## src/rtl/can_flag_pkg.sv

```systemverilog
package can_flag_pkg;
  localparam int unsigned FLAG_W = 8;

  // Flag positions, highest bit first
  localparam int unsigned FB_WAKE    = 7;
  localparam int unsigned FB_RX_WARN = 6;
  localparam int unsigned FB_TX_WARN = 5;
  localparam int unsigned FB_RX_PASV = 4;
  localparam int unsigned FB_TX_PASV = 3;
  localparam int unsigned FB_BUS_OFF = 2;
  localparam int unsigned FB_OVERRUN = 1;
  localparam int unsigned FB_RX_FULL = 0;

  typedef enum logic {
    SEL_FLAGS  = 1'b0,
    SEL_ENABLE = 1'b1
  } reg_sel_e;
endpackage

```

## src/rtl/can_flag_bit.sv

```systemverilog
module can_flag_bit (
  input  logic clk_i,
  input  logic rst_n_i,
  input  logic soft_clr_i,
  input  logic cond_i,
  input  logic clr_req_i,
  output logic flag_o
);
  logic flag_q;
  logic flag_d;
  logic flag_en;

  // Priority: soft clear, then the condition, then the write clear
  always_comb begin
    flag_d  = flag_q;
    flag_en = 1'b0;
    if (soft_clr_i) begin
      flag_d  = 1'b0;
      flag_en = 1'b1;
    end else if (cond_i) begin
      flag_d  = 1'b1;
      flag_en = 1'b1;
    end else if (clr_req_i) begin
      flag_d  = 1'b0;
      flag_en = 1'b1;
    end
  end

  always_ff @(posedge clk_i or negedge rst_n_i) begin
    if (!rst_n_i) begin
      flag_q <= 1'b0;
    end else if (flag_en) begin
      flag_q <= flag_d;
    end
  end

  assign flag_o = flag_q;
endmodule

```

## src/rtl/can_flag_enable.sv

```systemverilog
module can_flag_enable #(
  parameter int unsigned WIDTH = 8
) (
  input  logic             clk_i,
  input  logic             rst_n_i,
  input  logic             load_i,
  input  logic [WIDTH-1:0] data_i,
  output logic [WIDTH-1:0] en_o
);
  logic [WIDTH-1:0] en_q;
  logic [WIDTH-1:0] en_d;

  always_comb begin
    en_d = data_i;
  end

  always_ff @(posedge clk_i or negedge rst_n_i) begin
    if (!rst_n_i) begin
      en_q <= '0;
    end else if (load_i) begin
      en_q <= en_d;
    end
  end

  assign en_o = en_q;
endmodule

```

## src/rtl/can_flag_irq.sv

```systemverilog
module can_flag_irq #(
  parameter int unsigned WIDTH = 8
) (
  input  logic [WIDTH-1:0] flags_i,
  input  logic [WIDTH-1:0] en_i,
  output logic             irq_o
);
  logic [WIDTH-1:0] masked;

  always_comb begin
    masked = flags_i & en_i;
    irq_o  = |masked;
  end
endmodule

```

## src/rtl/can_rx_flag_reg.sv

```systemverilog
module can_rx_flag_reg
  import can_flag_pkg::*;
#(
  parameter int unsigned NFLAG = FLAG_W
) (
  input  logic             clk_i,
  input  logic             rst_n_i,
  input  logic             soft_clr_i,
  input  logic [NFLAG-1:0] cond_i,
  input  logic             wr_en_i,
  input  logic             sel_i,
  input  logic [NFLAG-1:0] wdata_i,
  output logic [NFLAG-1:0] rdata_o,
  output logic             irq_o
);
  localparam int unsigned SYNC_STAGES = 2;

  logic [SYNC_STAGES-1:0] rst_sync_q;
  logic                   rst_sync_n;
  logic [NFLAG-1:0]       clr_req;
  logic [NFLAG-1:0]       flag_q;
  logic [NFLAG-1:0]       en_q;
  logic                   en_load;
  reg_sel_e               sel;

  // Reset asserts asynchronously; release is synchronised to clk_i
  always_ff @(posedge clk_i or negedge rst_n_i) begin
    if (!rst_n_i) begin
      rst_sync_q <= '0;
    end else begin
      rst_sync_q <= {rst_sync_q[SYNC_STAGES-2:0], 1'b1};
    end
  end
  assign rst_sync_n = rst_sync_q[SYNC_STAGES-1];

  always_comb begin
    sel     = reg_sel_e'(sel_i);
    clr_req = (wr_en_i && sel == SEL_FLAGS) ? wdata_i : '0;
    en_load = wr_en_i && sel == SEL_ENABLE;
  end

  for (genvar gi = 0; gi < NFLAG; gi++) begin : g_flag
    can_flag_bit u_bit (
      .clk_i     (clk_i),
      .rst_n_i   (rst_sync_n),
      .soft_clr_i(soft_clr_i),
      .cond_i    (cond_i[gi]),
      .clr_req_i (clr_req[gi]),
      .flag_o    (flag_q[gi])
    );
  end

  can_flag_enable #(.WIDTH(NFLAG)) u_enable (
    .clk_i  (clk_i),
    .rst_n_i(rst_sync_n),
    .load_i (en_load),
    .data_i (wdata_i),
    .en_o   (en_q)
  );

  can_flag_irq #(.WIDTH(NFLAG)) u_irq (
    .flags_i(flag_q),
    .en_i   (en_q),
    .irq_o  (irq_o)
  );

  always_comb begin
    rdata_o = (sel == SEL_ENABLE) ? en_q : flag_q;
  end
endmodule

```

## config.mk

```make
export PLATFORM = sky130hd
export DESIGN_NAME = can_rx_flag_reg
export DESIGN_NICKNAME = d
export VERILOG_FILES = /design/src/rtl/can_flag_pkg.sv /design/src/rtl/can_flag_bit.sv /design/src/rtl/can_flag_enable.sv /design/src/rtl/can_flag_irq.sv /design/src/rtl/can_rx_flag_reg.sv
export SDC_FILE = /design/constraint.sdc
export NUM_CORES = 1
export LEC_CHECK = 0
export CAP_MARGIN = 20
export CORE_MARGIN = 2
export CORE_UTILIZATION = 35
export DETAILED_ROUTE_END_ITERATION = 8
export DONT_BUFFER_PORTS = 1
export GPL_TIMING_DRIVEN = 1
export SLEW_MARGIN = 40
export SYNTH_ARGS = -nofsm -noshare
export SYNTH_HDL_FRONTEND = slang
export SYNTH_SLANG_ARGS = --single-unit
```

## constraint.sdc

```tcl
create_clock -name clk_i -period 1.3 [get_ports clk_i]
set_clock_uncertainty 0.2 [all_clocks]
set_input_delay 0.13 -clock clk_i [delete_from_list [all_inputs] [get_ports clk_i]]
set_output_delay 0.13 -clock clk_i [all_outputs]
set_load 0.05 [all_outputs]
```

Word level (Yosys, flattened, before mapping). Index checks and enable logic that the tools add are counted.

Bitwise operators: 2. Reductions and logical operators: 19. Muxes and demuxes: 50.

Operator list (count): two-way mux 1 bit (48); nonzero test 3 bit (8); two-way mux 8 bit (2); AND reduction 2 bit (8); AND 8 bit (1); OR reduction 8 bit (1); logical AND 1 bit (2); NOT 1 bit (1).

Output and inout bits: 9. Word-level logic and storage cells: 81. Input port bits: 21. Register bits: 18.

Longest topological paths before layout.
Word-level depth: 7. Mapped depth: 3. Depth with buffers taken out: 2.

Hierarchy. A second synthesis with hierarchy kept.

Cell total of the unflattened synthesis: 76. Area, all modules: 977.2 um^2.

By module, submodules not included: can_flag_bit (cells an instance 4, times used 8, seq. area each 25.0 um^2, area each 43.8 um^2); can_flag_enable (cells an instance 17, times used 1, seq. area each 200.2 um^2, area each 331.6 um^2); can_rx_flag_reg (cells an instance 22, times used 1, seq. area each 50.0 um^2, area each 259.0 um^2); can_flag_irq (cells an instance 5, times used 1, seq. area each 0.0 um^2, area each 36.3 um^2).

Worst setup path before layout. OpenSTA, ideal clock, no wires.

Path kind: register to output. From: register g_flag[3].u_bit.flag_q. To: output port irq_o. Buffers on the path: 0. Slack: -69 ps. Required time: 970 ps. Stages on the path, launching flop included: 3. Data arrival time: 1039 ps. Path through: dfrtp_1 a22oi_1 nand4_1.

Longest elaborated chain between the ends: 2.

RTL lines: start, declared (line can_flag_bit.sv:9) `logic flag_q;`; start signal, assigned (line can_flag_bit.sv:33) `flag_q <= flag_d;`; AND 8 bit (line can_flag_irq.sv:11) `masked = flags_i & en_i;`; OR reduction 8 bit (line can_flag_irq.sv:12) `irq_o = |masked;`; end, declared (line can_rx_flag_reg.sv:14) `output logic irq_o`.

Every way passes these cells.

Worst setup path after layout.
From: register u_enable.en_q[1], in the netlist u_enable.en_o[1]. To: output port irq_o.

Longest elaborated chain between the ends: 2.

RTL lines: start, declared (line can_flag_enable.sv:10) `logic [WIDTH-1:0] en_q;`; start signal, assigned (line can_flag_enable.sv:21) `en_q <= en_d;`; AND 8 bit (line can_flag_irq.sv:11); OR reduction 8 bit (line can_flag_irq.sv:12).

Every way passes these cells.

==> results by stage <==
Placement:
- The count of buffers inserted at the top-level ports is 0.
- The congestion estimate from routability-driven global placement came to 0.691.
- The HPWL after detailed placement is between 1000 and 1500 um.

Detailed routing:
- The detail-routed via count per cell is between 5 and 6.
- The detailed router's first-iteration violation count is 5.
- The wire length after detailed routing is 2040 um.
- The total iterations of the first detailed-routing run is 4.
- In the routed design, unresolved DRC markers number 0.
- The total number of vias is roughly 660.
- The per-cell routed wire length is between 15 and 20 um.
- The detail route stage leaves a number of antenna-violating nets equal to 0.

GRT:
- In the global route stage, met2 resource usage came out at 0.267.
- The met1 layer usage reported by global route is 0.180.
- For met3 alone, demand over resource in global routing was 0.0537.
- The initial antenna violation count was 0.
- The first global-routing pass estimated approximately 3100 um of wire.
- The global routing's busiest layer is met2.
- The total overflow reported by the global router is 0.
- The largest net degree at the start of global routing is 17.
- Across every metal layer, demand over resource in global routing totals 0.160.
- The via count of the first global-routing pass was 634.

Worst setup path:
- The worst stage delay on the critical path is a little over 400 ps.
- The setup slack of the most critical reg-to-reg path is 210 ps.
- Following the worst setup path forward leads to its endpoint at irq_o.
- The slowest stage of the critical path belongs to the cell sky130_fd_sc_hd__dfrtp_1.
- By startpoint and endpoint, the worst setup path is classified as flip-flop to primary output.
- The number of cells traversed by the worst register-to-register path is 2.
- The arrival time of data at the critical path endpoint is between 1000 and 1500 ps.
- The signal on the critical path passes through a22oi_2, nand4_1, buf_6.
- The startpoint identified for the worst register-to-register timing path is rst_sync_q[1].
- The cell depth of the worst setup path is 3.
- The element type at the critical path end is a primary output.
- The endpoint identified for the worst register-to-register timing path is g_flag[7].u_bit.flag_o.
- The critical path's top delay family is flip-flops.
- The worst setup path startpoint is u_enable.en_o[1].
- The critical path buffer and inverter count is 1.
- Of all nets on the critical path, the largest fanout is 3.
- The worst setup path is launched from a flip-flop.
- Data on the critical path is required at its endpoint by about 970 ps.

Die:
- The number of placement rows is 17.
- The initial core utilization is 0.377.
- The area enclosed by the die boundary is 2840 um2.
- The core box area is about 2300 um2.
- The top-level port count is 30.
- In this run the vertical extent of the chip is 53.3 um.
- The die boundary width is 53.3 um.

Logic synthesis:
- Of the synthesized area, sequential elements account for 0.529.
- The average instance area after synthesis is 12.7 um2.
- The number of nets in the synthesized netlist is 88.
- The top cell type's share of synthesized area is 0.529.
- By area, the combinational part of the netlist is dominated by multiplexers.
- The number of enable flip-flop cells after synthesis is 0.
- Yosys attributes the largest share of cell area to sky130_fd_sc_hd__dfrtp_1 (53%), sky130_fd_sc_hd__mux2_2 (21%), sky130_fd_sc_hd__and4bb_2 (7.4%), sky130_fd_sc_hd__nor3_1 (4.7%), sky130_fd_sc_hd__nor4bb_1 (3.5%).
- The count of distinct cell types in the synthesized netlist is 12.
- The portion of netlist area occupied by mux cells is 0.212.
- The most repeated cell in the gate-level netlist after synthesis is sky130_fd_sc_hd__dfrtp_1.
- The cell type contributing the most total cell area after synthesis is sky130_fd_sc_hd__dfrtp_1.
- The post-synthesis adder-cell area fraction is 0.
- The xor-xnor portion of the synthesized cell area is 0.
- The compound-cell area share of the yosys netlist came to 0.0353.
- The post-synthesis async set-or-reset flop share is 1.00.
- The mapped netlist covers roughly 850 um2.
- Of the total synthesized cell area, the portion taken by AND, OR, NAND and NOR gates is 0.206.
- Counting instances in the post-synthesis netlist gives the leading cell types as sky130_fd_sc_hd__dfrtp_1 (18), sky130_fd_sc_hd__mux2_2 (16), sky130_fd_sc_hd__nor2_1 (8), sky130_fd_sc_hd__nor3_1 (8), sky130_fd_sc_hd__and4bb_2 (5).
- Synthesis produced a netlist whose cell count is 67.
- Counting flops and latches in the post-synthesis netlist gives 18.
- For this run, the number of Yosys warnings is 0.
- The most used flip-flop cell after synthesis is sky130_fd_sc_hd__dfrtp_1.

STA:
- The number of max-slew violations in the final report is 0.
- The worst setup margin is -250 ps.
- Dividing the final minimum period by the clock period gives 1.19.
- The shortest period the worst path allows is between 1500 and 2000 ps.
- Hold timing on the final database bottoms out at a slack of roughly 16 ps.
- Setup repair after global routing could not meet its margin everywhere.
- The hold violation total from the final report is 0.
- For this run, the top clock speed supported by timing is ~650 MHz.
- The setup violation total in the final timing report is 9.

Clocking:
- The clock net in this run drives a total of 18 sinks.
- Clock-pin slew was measured on the worst setup and hold paths at ~100 ps.
- The buffer depth of the longest clock path is 2.
- The clock latency on the worst-skew pair is around 290 ps.
- The TritonCTS buffer count is 3.
- In this run the number of H-tree levels came out at 1.
- The tree is rooted in a sky130_fd_sc_hd__clkbuf_4.
- TritonCTS built the clock tree.

Min path:
- The path category of the worst min-delay check is input pin to flip-flop.

Power:
- The leakage component of the power is 0.546 nW.
- Of the total power, the share spent switching nets is 0.318.
- The combinational power share is 0.297.
- The total power density per cell area is 1170 nW/um2.
- In this run the power spent charging and discharging nets is about 0.45 mW.
- Internal power comes to 0.976 mW.
- The relative contribution of sequential cells to total power is 0.467.
- The worst-case IR drop observed on VDD is between 0.0009 and 0.001 V.
- The share of total power dissipated in the clock network is 0.236.

Flow run:
- The number of maximum-capacitance constraint violations is 0.

Cells and area:
- The number of diodes is 0.
- The post-route core utilization is 0.544.
- The net count of the finished layout is 119.
- The share of post-route cells with drive strength above 1 is 0.361.
- From synthesis to final layout, the design area changed by 44.1%.

Status:
- The final reports fail on negative setup slack.
- The run finished, with violations left.
[how the worst min path moves through the flow]
stage                                  end     from  depth (start not counted)  slack (ps)
after floorplan              rst_sync_q[0]  rst_n_i                          0        -370
after global placement       rst_sync_q[0]  rst_n_i                          0        -370
after detailed placement     rst_sync_q[0]  rst_n_i                          0        -370
after CTS                 u_enable.en_o[7]    sel_i                          2           8
after global routing      u_enable.en_o[1]    sel_i                          2          20
final                     u_enable.en_o[1]    sel_i                          2          20
[metal layers]
metal,share of wire,vias up
met3,0.051,2
met2,0.52,18
met4,0.011,0
li1,-,311
met5,0,-
met1,0.42,328
[stage by stage]
step                cells  TNS (ps)  total power, mW  setup WS (ps)  instance area, um2
floorplan              67     -64.2            0.944          -64.2                 851
global route          125     -1530             1.51           -306                1230
CTS                   122     -2080             1.43           -270                1190
global placement       95         0            0.976           10.8                 890
finish                125     -1090             1.43           -250                1230
detailed placement     95         0            0.982           11.3                 890
[cell families (layout without fill, tap and decap cells)]
| kind of cell | count (synthesis) | in the layout |
|---|---|---|
| simple gates | 26 | 26 |
| flops | 18 | 18 |
| mux | 16 | 16 |
| compound gates | 4 | 4 |
| buf+inv | 2 | 32 |
| other cells | 1 | 1 |
[final cells by class]
type	instances	area, um2
clock buffer	4	36.3
timing repair buffer	28	274
sequential	18	450
multi-input combinational	47	430
tap	28	35.0
fill	197	1030
[power groups by stage]
| stage | Combinational, mW | Sequential [mW] | Clock [mW] |
|---|---|---|---|
| detailed placement | 0.311 | 0.671 | 0 |
| finish | 0.424 | 0.668 | 0.338 |
| global placement | 0.309 | 0.667 | 0 |
| floorplan | 0.280 | 0.664 | 0 |
| CTS | 0.414 | 0.666 | 0.355 |
| global route | 0.448 | 0.674 | 0.387 |
[placed cells by master, fill, tap and decap left out]
cell                              n
sky130_fd_sc_hd__nand4_1          1
sky130_fd_sc_hd__mux2_4           7
sky130_fd_sc_hd__conb_1           1
sky130_fd_sc_hd__dfrtp_1         18
sky130_fd_sc_hd__a22oi_2          3
sky130_fd_sc_hd__nor2_1           8
sky130_fd_sc_hd__buf_6            1
sky130_fd_sc_hd__a22oi_1          1
sky130_fd_sc_hd__clkbuf_4         3
sky130_fd_sc_hd__nand2_2          1
sky130_fd_sc_hd__and4bb_2         5
sky130_fd_sc_hd__nor3_1           8
sky130_fd_sc_hd__clkbuf_8         1
sky130_fd_sc_hd__mux2_2           9
sky130_fd_sc_hd__nor4bb_1         3
sky130_fd_sc_hd__buf_4            5
sky130_fd_sc_hd__dlygate4sd3_1   20
sky130_fd_sc_hd__dlymetal6s4s_1   2
[state kept, by name, indices dropped and copies added, names as in the netlist]
register	cells
rst_sync_q	2
u_enable.en_o	8
g_flag.u_bit.flag_o	8
[what timing repair did]
action	in CTS	in global routing
hold buffers	22	0
pin swaps	0	1
hold endpoints to repair	34	0
endpoints found under the setup margin	9	23
resized for setup	10	3
setup buffers	1	3
No activity file was read; power rests on OpenSTA's default activity.
